`config.mk`:
```
export PLATFORM = sky130hd
export DESIGN_NAME = burst_wake_detector
export DESIGN_NICKNAME = d
export VERILOG_FILES = /design/src/rtl/bwd_pkg.sv /design/src/rtl/bwd_sync.sv /design/src/rtl/bwd_len_meter.sv /design/src/rtl/bwd_seq_matcher.sv /design/src/rtl/burst_wake_detector.sv
export SDC_FILE = /design/constraint.sdc
export NUM_CORES = 1
export LEC_CHECK = 0
export ABC_AREA = 1
export BUFFER_PORTS_ARGS = -buffer_cell sky130_fd_sc_hd__buf_2
export CORE_ASPECT_RATIO = 0.6
export CORE_MARGIN = 2
export CORE_UTILIZATION = 35
export CTS_CLUSTER_DIAMETER = 30
export DETAILED_ROUTE_END_ITERATION = 7
export GPL_ROUTABILITY_DRIVEN = 0
export PLACE_DENSITY_LB_ADDON = 0.25
export SLEW_MARGIN = 20
export SYNTH_ARGS = -nofsm -noshare
export SYNTH_HDL_FRONTEND = slang
export SYNTH_SLANG_ARGS = --single-unit
```
`constraint.sdc`:
```
create_clock -name clk -period 3.5 [get_ports clk]
set_clock_uncertainty 0.1 [all_clocks]
set_input_delay 0.175 -clock clk [delete_from_list [all_inputs] [get_ports clk]]
set_output_delay 0.175 -clock clk [all_outputs]
set_load 0.05 [all_outputs]
```
`src/rtl/bwd_pkg.sv`:
```
// Shared constants and helpers for the burst wake detector.
// Assumes lengths fit in 32 bits (CNT_W <= 32).
package bwd_pkg;
    localparam int SYMBOLS = 4;
    localparam int IDX_W   = $clog2(SYMBOLS);

    typedef logic [IDX_W-1:0] sym_idx_t;

    // True when a and b differ by no more than tol.
    function automatic logic within_tol(input logic [31:0] a,
                                        input logic [31:0] b,
                                        input logic [31:0] tol);
        logic [31:0] diff;
        diff = (a > b) ? (a - b) : (b - a);
        return diff <= tol;
    endfunction
endpackage

```
`src/rtl/bwd_sync.sv`:
```
// Multi-flop synchroniser for the asynchronous burst level.
// Assumes STAGES >= 2; output lags the input by STAGES clocks.
module bwd_sync #(
    parameter int STAGES = 2
) (
    input  logic clk,
    input  logic rst_n,
    input  logic d_async,
    output logic q_sync
);
    logic [STAGES-1:0] chain;

    // Shift the level through the flop chain.
    always_ff @(posedge clk) begin
        if (!rst_n) chain <= '0;
        else        chain <= {chain[STAGES-2:0], d_async};
    end

    assign q_sync = chain[STAGES-1];
endmodule

```
`src/rtl/bwd_len_meter.sv`:
```
// Times high runs and low runs of the synchronised burst level.
// len_q holds the number of high cycles so far (saturating). done marks
// the first low cycle after a burst, while len_q still holds its length.
// gap_over is set after more than gap_limit low cycles (0 disables it).
module bwd_len_meter #(
    parameter int CNT_W = 8
) (
    input  logic             clk,
    input  logic             rst_n,
    input  logic             lvl,
    input  logic [CNT_W-1:0] gap_limit,
    output logic             lvl_prev,
    output logic [CNT_W-1:0] len_q,
    output logic             done,
    output logic             gap_over
);
    localparam logic [CNT_W-1:0] CNT_MAX = '1;

    logic [CNT_W-1:0] gap_q;

    // Delay the level one cycle for edge detection.
    always_ff @(posedge clk) begin
        if (!rst_n) lvl_prev <= 1'b0;
        else        lvl_prev <= lvl;
    end

    // Burst length: restart on a rising edge, then count up without wrapping.
    always_ff @(posedge clk) begin
        if (!rst_n)                  len_q <= '0;
        else if (lvl && !lvl_prev)   len_q <= CNT_W'(1);
        else if (lvl && len_q != CNT_MAX) len_q <= len_q + 1'b1;
    end

    // Gap length: held at zero while high, counts low cycles without wrapping.
    always_ff @(posedge clk) begin
        if (!rst_n)                 gap_q <= '0;
        else if (lvl)               gap_q <= '0;
        else if (gap_q != CNT_MAX)  gap_q <= gap_q + 1'b1;
    end

    assign done     = !lvl && lvl_prev;
    assign gap_over = !lvl && (gap_limit != '0) && (gap_q >= gap_limit);
endmodule

```
`src/rtl/bwd_seq_matcher.sv`:
```
// Tracks how many code symbols have matched and drives wake / mismatch.
// Assumes done is a single-cycle event and len is valid while done is high.
module bwd_seq_matcher #(
    parameter int CNT_W = 8,
    parameter int TOL   = 1
) (
    input  logic             clk,
    input  logic             rst_n,
    input  logic             clear,
    input  logic             done,
    input  logic             gap_over,
    input  logic [CNT_W-1:0] len,
    input  logic [CNT_W-1:0] code [bwd_pkg::SYMBOLS],
    output logic             wake,
    output logic             mismatch,
    output bwd_pkg::sym_idx_t idx
);
    import bwd_pkg::*;

    localparam sym_idx_t LAST = sym_idx_t'(SYMBOLS - 1);

    logic hit_expected;
    logic hit_first;

    // Compare the finished burst with the expected and the first symbol.
    always_comb begin
        hit_expected = within_tol(32'(len), 32'(code[idx]), 32'(TOL));
        hit_first    = within_tol(32'(len), 32'(code[0]),   32'(TOL));
    end

    // Advance, restart or complete the sequence; hold wake until clear.
    always_ff @(posedge clk) begin
        if (!rst_n) begin
            idx      <= '0;
            wake     <= 1'b0;
            mismatch <= 1'b0;
        end else begin
            mismatch <= 1'b0;
            if (clear) begin
                idx  <= '0;
                wake <= 1'b0;
            end else if (done) begin
                if (hit_expected) begin
                    if (idx == LAST) begin
                        wake <= 1'b1;
                        idx  <= '0;
                    end else begin
                        idx <= idx + 1'b1;
                    end
                end else begin
                    mismatch <= 1'b1;
                    idx      <= hit_first ? sym_idx_t'(1) : '0;
                end
            end else if (gap_over) begin
                idx <= '0;
            end
        end
    end
endmodule

```
`src/rtl/burst_wake_detector.sv`:
```
// Top level: synchroniser, burst timer and sequence matcher.
// Assumes CNT_W is one of 2, 4, 8, 16 or 32 and clk is the slow tick clock.
module burst_wake_detector #(
    parameter int CNT_W       = 8,
    parameter int TOL         = 1,
    parameter int SYNC_STAGES = 2
) (
    input  logic             clk,
    input  logic             rst_n,
    input  logic             burst_in,
    input  logic             clear,
    input  logic [CNT_W-1:0] code_sym0,
    input  logic [CNT_W-1:0] code_sym1,
    input  logic [CNT_W-1:0] code_sym2,
    input  logic [CNT_W-1:0] code_sym3,
    input  logic [CNT_W-1:0] gap_limit,
    output logic             wake,
    output logic             mismatch
);
    import bwd_pkg::*;

    logic             sync_lvl;
    logic             sync_prev;
    logic [CNT_W-1:0] burst_len;
    logic             evt_done;
    logic             evt_gap;
    sym_idx_t         seq_idx;
    logic [CNT_W-1:0] code_arr [SYMBOLS];

    // Gather the programmed symbols into an indexable array.
    always_comb begin
        code_arr[0] = code_sym0;
        code_arr[1] = code_sym1;
        code_arr[2] = code_sym2;
        code_arr[3] = code_sym3;
    end

    bwd_sync #(.STAGES(SYNC_STAGES)) u_sync (
        .clk     (clk),
        .rst_n   (rst_n),
        .d_async (burst_in),
        .q_sync  (sync_lvl)
    );

    bwd_len_meter #(.CNT_W(CNT_W)) u_meter (
        .clk       (clk),
        .rst_n     (rst_n),
        .lvl       (sync_lvl),
        .gap_limit (gap_limit),
        .lvl_prev  (sync_prev),
        .len_q     (burst_len),
        .done      (evt_done),
        .gap_over  (evt_gap)
    );

    bwd_seq_matcher #(.CNT_W(CNT_W), .TOL(TOL)) u_match (
        .clk      (clk),
        .rst_n    (rst_n),
        .clear    (clear),
        .done     (evt_done),
        .gap_over (evt_gap),
        .len      (burst_len),
        .code     (code_arr),
        .wake     (wake),
        .mismatch (mismatch),
        .idx      (seq_idx)
    );
endmodule

```
==> reports/qor.txt <==
status = finished, final reports clean
Synthesis Warnings = 0
complex-gate fraction of the synthesized area = 13.70%
1st-pass router iterations = 5
row count = 27
period utilisation layout = 85.91%
Synth Cell Area = 0.003251 mm²
nets = 688
number of antenna violations at the first check in global routing = 0
r2r startpoint = u_match.idx[0]$_SDFFE_PP0P_
Skew-Pair Late Insertion Delay = 0.26 ns
root buffer cell = clkbuf_16
# fillers = 985
final setup fails = 0
EDFF count, synth = 0
GRT Total Usage = 18.57%
endpoint required time on the critical path = 3.60 ns
Pleak = 2.069 nW
Initial Utilization = 35.77%
crit path kind = reg -> reg
Pwr Total = 773.6 µW
Final ANT Viol Nets = 0
setup TNS = 0 ns
hpwl dp = 7875 µm
Worst-Margin Slew = 0.5972 ns
Clock Pin Slew Worst Setup and Hold Paths = 0.07 ns
Inserted Diodes = 0
Ports = 46
Storage cell area = 460.4 µm²
top cells by area, synth = nand2_1 18%, ha_1 17%, dfxtp_1 14%, inv_1 13%, nand3_1 6.9%
Final min period = 3.007 ns
fraction of layout cells with a size suffix above 1 = 12.75%
Peak Freq = 332.6 MHz
vias per cell = 4.851
Die Wd = 128.4 µm
die height = 78.65 µm
CTS tree = yes
Final Util = 40.45%
design area = 0.003676 mm²
drc violations = 0
XOR/XNOR Fraction of Synth Area = 0.8083%
post-cts resize count = 0
Async SR Flop Fraction = 0%
worst hold path class = in -> reg
Final Non-Filler Cells = 712
post-synthesis cell count = 552
synthesized-area fraction occupied by adder cells = 19.01%
RSZ-0062 raised after global routing = false
Synth cell types = 35
pwr dens = 210.4 mW/mm²
max-capacitance violation count = 0
dominant cell type by area after synthesis = nand2_1
H-tree level count = 1
register bit total from synthesis = 23
IO Port Bufs = 45
origin of the worst setup path = u_match.idx[0]$_SDFFE_PP0P_
register area share after synthesis = 14.16%
routed wire length = 9171 µm
most frequent cells in the layout = 160 x nand2_1, 114 x inv_1, 45 x nand3_1, 45 x buf_2, 43 x ha_1
CP Max Fanout = 16
largest family of logic cells by synthesized area = simple AND/OR/NAND/NOR gates
clk buf depth = 2
area of placed instances = 0.003583 mm²
Fin. Hold Viols = 0
CP Capture Type = flip-flop
Clock Sinks = 23
Placed Cells = 707
HP Start = rst_n
R2R depth = 17
first-pass GRT wire length = 15,040 µm
Inserted Clock Buffers = 3
leading register cell type out of synthesis = dfxtp_1
slew margin rel. = 60.19%
Slew Limit Fails = 0
area of the multi-input gates = 0.002298 mm²
Yosys top cell area share = 18.48%
vias in the first global route = 3,116
Starting DRT DRC Count = 243
Worst setup endpoint = u_match.idx[0]$_SDFFE_PP0P_
die area = 0.01010 mm²
vias = 3,454
Core Area = 0.009087 mm²
crit start category = flip-flop
largest net degree at the start of global routing = 17
Worst EP arrival = 3.10 ns
fraction of synthesized area in multiplexers = 0%
VDD IR max = 0.1998 mV
Mean Syn Cell Area = 5.889 µm²
area grow syn2layout = 13.09%
routed len/inst = 12.88 µm
Simple-Gate Fraction of Synth Area = 37.18%
total gr overflow = 0
most common cell after layout, fill and taps aside = nand2_1
Critical R2R Capture = u_match.idx[0]$_SDFFE_PP0P_
R2R Setup Slk = 0.49 ns
post-synth net total = 643
## timing repair
| action | 4_1_cts | 5_1_grt |
|---|---|---|
| hold buffers | 1 | 0 |
| setup buffers | 0 | 0 |
| endpoints found under the hold margin | 1 | 0 |
## synth_stat cells, types with 2 or more instances
cell type,count
inv_1,114
o21ai_0,12
nand2_4,2
xor2_1,2
fa_1,4
nand3_1,45
dfxtp_1,23
o211ai_1,2
nor2_1,39
nand3_2,2
a31oi_1,3
or2_0,2
a21oi_1,41
a21oi_2,2
nor2_2,6
buf_6,2
nand2_2,5
clkbuf_1,4
nand4_1,7
a32oi_1,8
ha_1,43
buf_4,2
inv_2,3
nor3_1,8
or2_2,2
nand2_1,160
## report_power, final
group	internal, mW	switching, mW	total, mW	leakage [nW]
Combinational	0.0894	0.150	0.240	1.85
Clock	0.155	0.106	0.261	0.0371
Sequential	0.267	0.00525	0.273	0.187
## flip-flops by register name, summed over array words and instances (netlist names)
signal,count
u_match.idx,2
u_match.mismatch,1
u_match.wake,1
u_meter.gap_q,8
u_meter.len_q,8
u_meter.lvl_prev,1
u_sync.chain,2
## final cells by class
class	instances	share of cell area (%)
Timing Repair Buffer	48	6.807
Multi-Input combinational cell	404	62.53
Clock buffer	3	2.042
Tap cell	116	3.948
Clock inverter	1	0.2042
Sequential cell	23	12.53
Inverter	117	11.95
## how the worst min path moves through the flow
stage,endpoint,slack [ns],depth (start not counted)
2_1_floorplan,u_sync.chain[0]$_SDFF_PN0_,0.17,2
3_3_place_gp,u_sync.chain[0]$_SDFF_PN0_,0.26,3
3_5_place_dp,u_sync.chain[0]$_SDFF_PN0_,0.26,3
4_1_cts,u_sync.chain[1]$_SDFF_PN0_,0.03,3
5_1_grt,u_sync.chain[0]$_SDFF_PN0_,0.06,3
6_report,u_sync.chain[1]$_SDFF_PN0_,0.03,3
## layer usage
layer  share of wire (%)  up-vias  track usage, %  routed length [µm]
met5                   0        -               0                   0
met4                0.55        0           1.978                  50
met3                 8.9        4           3.885                 818
met2                  35      130           24.84                3215
met1                  55     1489           30.21                5088
li1                    -     1831               -                   -
## stage by stage
| stage | setup slack, ns | hold WS, ns |
|---|---|---|
| after CTS | 0.5143 | 0.03439 |
| after detailed placement | 0.5360 | 0.2613 |
| after floorplan | 0.7123 | 0.1685 |
| after global placement | 0.5806 | 0.2573 |
| final | 0.4932 | 0.03238 |
| after global routing | 0.1943 | 0.05518 |
## cell families after synthesis
logic type / after synthesis
xor+xnor: 3
compound gates: 74
simple gates: 280
flops: 23
buf+inv: 125
fa+ha+maj: 47
## critical path, cell delays in order, from the launching register on
cell and delay [ns]:
dfxtp_1 0.58, buf_4 0.30, a21oi_1 0.09, a32oi_1 0.23
ha_1 0.36, a21oi_1 0.39, nor2_1 0.10, nor2_2 0.11
nand2_1 0.06, nand2_1 0.05, nand2_1 0.05, nor2_1 0.10
nand2_2 0.08, nand2_4 0.09, inv_2 0.04, nand2_2 0.04
nand3_2 0.06, a21oi_2 0.11
Note: power is estimated with default switching activity, not from simulation.
